[config.mk]
export PLATFORM = sky130hd
export DESIGN_NAME = ilv_dram_ctrl
export DESIGN_NICKNAME = d
export VERILOG_FILES = /design/src/rtl/ilv_dram_pkg.sv /design/src/rtl/ilv_prech_timer.sv /design/src/rtl/ilv_access_seq.sv /design/src/rtl/ilv_addr_path.sv /design/src/rtl/ilv_dram_ctrl.sv
export SDC_FILE = /design/constraint.sdc
export NUM_CORES = 1
export LEC_CHECK = 0
export ABC_AREA = 1
export BUFFER_PORTS_ARGS = -buffer_cell sky130_fd_sc_hd__buf_4
export CAP_MARGIN = 40
export CORE_ASPECT_RATIO = 0.6
export CORE_MARGIN = 2
export CORE_UTILIZATION = 56
export DETAILED_ROUTE_END_ITERATION = 16
export HOLD_SLACK_MARGIN = 0.02
export PLACE_DENSITY_LB_ADDON = 0.25
export SETUP_SLACK_MARGIN = 0.2
export SYNTH_ARGS = -nofsm -noshare
export SYNTH_HDL_FRONTEND = slang
export SYNTH_SLANG_ARGS = --single-unit
[constraint.sdc]
create_clock -name clk -period 2.2 [get_ports clk]
set_input_delay 0.11 -clock clk [delete_from_list [all_inputs] [get_ports clk]]
set_output_delay 0.11 -clock clk [all_outputs]
set_load 0.05 [all_outputs]
[src/rtl/ilv_dram_pkg.sv]
package ilv_dram_pkg;

  typedef enum logic [2:0] {
    SQ_IDLE,
    SQ_STALL,
    SQ_ROW,
    SQ_MUX,
    SQ_CAS
  } seq_state_e;

  // Width of a counter that must hold the value n.
  function automatic int unsigned cnt_width(input int unsigned n);
    return (n < 1) ? 1 : $clog2(n + 1);
  endfunction

  // Timer reload: the counter reads zero after prech RAS-high clocks.
  function automatic int unsigned prech_reload(input int unsigned prech);
    return (prech == 0) ? 0 : prech - 1;
  endfunction

  // CAS clocks still to go after the first CAS clock.
  function automatic int unsigned cas_reload(input int unsigned cas_clks);
    return (cas_clks == 0) ? 0 : cas_clks - 1;
  endfunction

endpackage

[src/rtl/ilv_prech_timer.sv]
module ilv_prech_timer
  import ilv_dram_pkg::*;
#(
  parameter int unsigned PRECH = 3,
  localparam int unsigned CW = cnt_width(PRECH)
) (
  input  logic clk,
  input  logic rst_n,
  input  logic close_i,
  output logic busy_o
);

  localparam logic [CW-1:0] LOAD = CW'(prech_reload(PRECH));

  logic [CW-1:0] cnt_q;

  always_ff @(posedge clk or negedge rst_n) begin
    if (!rst_n) begin
      cnt_q <= '0;
    end else if (close_i) begin
      cnt_q <= LOAD;
    end else if (cnt_q != '0) begin
      cnt_q <= cnt_q - CW'(1);
    end
  end

  assign busy_o = (cnt_q != '0);

endmodule

[src/rtl/ilv_access_seq.sv]
module ilv_access_seq
  import ilv_dram_pkg::*;
#(
  parameter int unsigned CAS_CLKS = 1,
  localparam int unsigned CW = cnt_width(CAS_CLKS)
) (
  input  logic       clk,
  input  logic       rst_n,
  input  logic       req_i,
  input  logic       tgt_busy_i,
  output seq_state_e state_o,
  output logic       accept_o,
  output logic       stall_o,
  output logic       row_o,
  output logic       mux_o,
  output logic       cas_o,
  output logic       last_o
);

  localparam logic [CW-1:0] CAS_LOAD = CW'(cas_reload(CAS_CLKS));

  seq_state_e    st_q, st_d;
  logic [CW-1:0] cas_q;

  always_comb begin
    st_d = st_q;
    unique case (st_q)
      SQ_IDLE:  if (req_i) st_d = tgt_busy_i ? SQ_STALL : SQ_ROW;
      SQ_STALL: if (!tgt_busy_i) st_d = SQ_ROW;
      SQ_ROW:   st_d = SQ_MUX;
      SQ_MUX:   st_d = SQ_CAS;
      SQ_CAS:   if (cas_q == '0) st_d = SQ_IDLE;
      default:  st_d = SQ_IDLE;
    endcase
  end

  always_ff @(posedge clk or negedge rst_n) begin
    if (!rst_n) begin
      st_q  <= SQ_IDLE;
      cas_q <= '0;
    end else begin
      st_q <= st_d;
      if (st_q == SQ_MUX) begin
        cas_q <= CAS_LOAD;
      end else if (st_q == SQ_CAS && cas_q != '0) begin
        cas_q <= cas_q - CW'(1);
      end
    end
  end

  assign state_o  = st_q;
  assign accept_o = (st_q == SQ_IDLE) && req_i;
  assign stall_o  = (st_q == SQ_STALL);
  assign row_o    = (st_q == SQ_ROW);
  assign mux_o    = (st_q == SQ_MUX);
  assign cas_o    = (st_q == SQ_CAS);
  assign last_o   = (st_q == SQ_CAS) && (cas_q == '0);

endmodule

[src/rtl/ilv_addr_path.sv]
module ilv_addr_path #(
  parameter int unsigned MAW = 9
) (
  input  logic             clk,
  input  logic             rst_n,
  input  logic             capture_i,
  input  logic [2*MAW+2:2] addr_i,
  input  logic             we_i,
  input  logic             col_sel_i,
  output logic             bank_o,
  output logic             we_o,
  output logic [MAW-1:0]   ma_o
);

  logic [2*MAW+2:2] addr_q;
  logic             we_q;

  always_ff @(posedge clk or negedge rst_n) begin
    if (!rst_n) begin
      addr_q <= '0;
      we_q   <= 1'b0;
    end else if (capture_i) begin
      addr_q <= addr_i;
      we_q   <= we_i;
    end
  end

  assign bank_o = addr_q[2];
  assign we_o   = we_q;
  assign ma_o   = col_sel_i ? addr_q[3 +: MAW] : addr_q[3+MAW +: MAW];

endmodule

[src/rtl/ilv_dram_ctrl.sv]
module ilv_dram_ctrl
  import ilv_dram_pkg::*;
#(
  parameter int unsigned MAW      = 9,
  parameter int unsigned PRECH    = 3,
  parameter int unsigned CAS_CLKS = 1
) (
  input  logic             clk,
  input  logic             rst_n,
  input  logic             req_i,
  input  logic             we_i,
  input  logic [2*MAW+2:2] addr_i,
  output logic             ready_o,
  output logic [1:0]       ras_n_o,
  output logic [1:0]       cas_n_o,
  output logic [MAW-1:0]   ma_o,
  output logic             we_n_o
);

  localparam int unsigned NB = 2;

  seq_state_e    state_w;
  logic          accept_w, stall_w, row_w, mux_w, cas_w, done_w, active_w;
  logic          bank_q, we_q, tgt_bank_w, tgt_busy_w;
  logic [NB-1:0] busy_w, close_w;

  // While idle the live address picks the bank; while stalled, the captured one.
  assign tgt_bank_w = (state_w == SQ_IDLE) ? addr_i[2] : bank_q;
  assign tgt_busy_w = busy_w[tgt_bank_w];

  ilv_access_seq #(.CAS_CLKS(CAS_CLKS)) u_seq (
    .clk        (clk),
    .rst_n      (rst_n),
    .req_i      (req_i),
    .tgt_busy_i (tgt_busy_w),
    .state_o    (state_w),
    .accept_o   (accept_w),
    .stall_o    (stall_w),
    .row_o      (row_w),
    .mux_o      (mux_w),
    .cas_o      (cas_w),
    .last_o     (done_w)
  );

  ilv_addr_path #(.MAW(MAW)) u_addr (
    .clk       (clk),
    .rst_n     (rst_n),
    .capture_i (accept_w),
    .addr_i    (addr_i),
    .we_i      (we_i),
    .col_sel_i (mux_w | cas_w),
    .bank_o    (bank_q),
    .we_o      (we_q),
    .ma_o      (ma_o)
  );

  assign active_w = row_w | mux_w | cas_w;

  for (genvar b = 0; b < NB; b++) begin : g_bank
    localparam logic BIDX = 1'(b);

    assign close_w[b] = done_w && (bank_q == BIDX);

    ilv_prech_timer #(.PRECH(PRECH)) u_tmr (
      .clk     (clk),
      .rst_n   (rst_n),
      .close_i (close_w[b]),
      .busy_o  (busy_w[b])
    );

    assign ras_n_o[b] = ~(active_w && (bank_q == BIDX));
    assign cas_n_o[b] = ~(cas_w && (bank_q == BIDX));
  end

  assign ready_o = done_w;
  assign we_n_o  = ~(active_w && we_q);

endmodule

==> flow_metrics.tcl <==
set metrics [dict create \
    path_clk_slew_ns 0.10 \
    cts_sinks 28 \
    routedWlPerCell_um 16.69 \
    rsz0062_at_grt "true" \
    antenna_cells 0 \
    synthDistinctLibCells 18 \
    synth_top_area_share 0.4766 \
    dr.pass1.iters 4 \
    post-route-period-util 0.9080 \
    drtAntennaViolNets 0 \
    finClkSkew_ns 0.002457 \
    grt_max_degree 29 \
    grt_pass1_wl_mm 5.071 \
    via_per_inst 5.284 \
    synth_largest_area_cell "dfrtp_1" \
    antenna_found_initial 0 \
    worstMarginPinSlew_ns 0.3897 \
    post_dp_cell_area_um2 1754 \
    setup_viol 0 \
    port_buffers 37 \
    yosys_warnings 0 \
    cpMaxStageDelayCell "dfrtp_2" \
    worstPathArrival_ns 1.89 \
    fmaxAchievable_mhz 500.6 \
    holdWs_ns 0.04830 \
    initial_core_util 0.5869 \
    drtIter0Drc 113 \
    root_buffer "clkbuf_8" \
    avgSynthCellArea_um2 11.05 \
    coreArea_um2 2505 \
    finalNetCount 209 \
    max_stage_delay_ns 0.46 \
    fin_area_um2 1976 \
    die_h_um 43.69 \
    worstPathBufferInverterCount 4 \
    cts_tree "built" \
    cap_violations 0 \
    cts_buffer_depth 2 \
    path_cells "nor2_4 > inv_2 > nor2_4 > inv_4 > nand2_8 > buf_6 > mux2_4 > buf_8" \
    grt_pass1_vias 1085 \
    dr_total_vias 1136 \
    io_pins 38 \
    cp_data_required_time_ns 2.09 \
    slew_viol_final 0 \
    grt-ovfl-total 0 \
    drive_gt1_frac 0.4918 \
    crit_path_start_kind "flip-flop" \
    seq_area_frac_synth 0.4766 \
    row_count 14 \
    yosys_register_bits 28 \
    cpMostUsedCell "nor2_4" \
    path_max_fanout 5 \
    crit_type "flip-flop to output port" \
    hold_violations 0 \
    clk_latency_ns 0.28 \
    htreeDepth 1 \
    relSlewSlack 0.7400 \
    min_path_type "primary input to flip-flop" \
    post-dp-hpwl_mm 2.170 \
    setup_tns_ns 0 \
    synth_area_leaders "dfrtp_1 48%, mux2_4 23%, nand2_1 6.6%" \
    die_w_um 70.15 \
    synthCells 133 \
    grt_usage 0.2226 \
    cts_buffers 3 \
    syn_nets 158 \
    critical_path.top_delay_family "flip-flops" \
    area_growth_syn_to_layout_pct 34.38 \
    gp_congestion 0.8538 \
    crit_path_end_kind "output port" \
    wl_mm 3.588 \
    dieArea_um2 3065 \
    syn_area_um2 1470 \
    status "finished, final reports clean" \
    drcViolationCount 0 \
    period_minus_slack_ns 1.997 \
]
kinds of logic (layout without fill, tap and decap cells):
group,Yosys count,after routing,share of synthesized area
AO/OA/AOI/OAI,7,7,0.02383
adder cells (fa/ha/maj),2,2,0.01702
multiplexers,26,26,0.2579
AND/OR/NAND/NOR,48,48,0.1523
buffers and inverters,22,72,0.07233
flip-flops,28,28,0.4766
per-layer routing:
layer  wire length, um  global-route usage
met5                 0                   0
met4                81             0.05000
met3               218             0.06512
met2              1762              0.3810
met1              1525              0.2888
layout make-up:
type	count	area, um^2
Clock buffer	4	55.05
Fill cell	144	529.3
Inverter	19	75.07
Multi-Input combinational cell	83	681.9
Sequential cell	28	703.2
Tap cell	32	40.04
Timing Repair Buffer	49	420.4
final timing paths:
| kind | depth (start not counted) | slack [ns] | from | to |
|---|---|---|---|---|
| max | 8 | 0.20 | u_seq.state_o[1]$_DFFE_PN0P_ | ma_o[7] |
| min | 2 | 0.05 | addr_i[13] | u_addr.addr_q[13]$_DFFE_PN0P_ |
| max reg2reg | 9 | 0.54 | u_seq.state_o[1]$_DFFE_PN0P_ | g_bank[0].u_tmr.cnt_q[0]$_DFFE_PN0P_ |
| min reg2reg | 1 | 0.52 | u_addr.addr_q[18]$_DFFE_PN0P_ | u_addr.addr_q[18]$_DFFE_PN0P_ |
| max in group asynchronous | 2 | 1.63 | rst_n | u_seq.state_o[1]$_DFFE_PN0P_ |
| min in group asynchronous | 2 | 0.28 | rst_n | u_addr.addr_q[12]$_DFFE_PN0P_ |
sequential cells by signal, summed over array words and instances, names as in the netlist:
register,cells
g_bank.u_tmr.cnt_q,4
u_addr.addr_q,19
u_addr.we_o,1
u_seq.cas_q,1
u_seq.state_o,3
cells in the mapped netlist:
cell / count
nor2_1: 4
inv_2: 3
dfrtp_1: 28
nand3_1: 12
mux2_2: 3
nand2_2: 2
o21ai_0: 4
nand2_1: 26
nor2_4: 2
clkinv_2: 1
a21oi_1: 2
o21ai_1: 1
nor3_1: 1
buf_6: 3
mux2_4: 23
inv_1: 15
ha_1: 2
nand2_4: 1
worst register-to-register path, cell delays in order (launching register included):
cell and delay (ns):
dfrtp_2 0.46, nor2_4 0.17, inv_2 0.06, nor2_4 0.16
inv_4 0.07, buf_4 0.14, nor2_1 0.24, nand2_1 0.13
nand3_1 0.09, inv_1 0.04
cells in the final DEF, fill, tap and decap left out, drive strengths merged:
| cell type | n |
|---|---|
| nor3 | 1 |
| inv | 18 |
| dfrtp | 28 |
| buf | 48 |
| mux2 | 26 |
| nor2 | 6 |
| o21ai | 5 |
| ha | 2 |
| nand2 | 29 |
| nand3 | 12 |
| clkbuf | 4 |
| a21oi | 2 |
| clkinv | 1 |
| dlygate4sd3 | 1 |
metrics by stage:
step,worst slack (ns),instances,util
CTS,0.2184,204,0.7318
floorplan,0.3192,133,-
global route,0.1415,215,0.7887
global placement,0.4779,199,0.7003
detailed placement,0.4037,199,0.7003
finish,0.2025,215,0.7887
timing repair:
| item | in CTS | in global routing |
|---|---|---|
| setup endpoints to repair | 8 | 8 |
| endpoints found under the hold margin | 28 | 0 |
| pin swaps | 0 | 3 |
| buffers inserted | 0 | 11 |
| hold buffers | 1 | 0 |
| gates cloned | 0 | 0 |
| resized for setup | 2 | 16 |
Power is left out: the tool's default activity adds up to more than one toggle a clock period on the data nets, which glitch-free logic cannot reach.
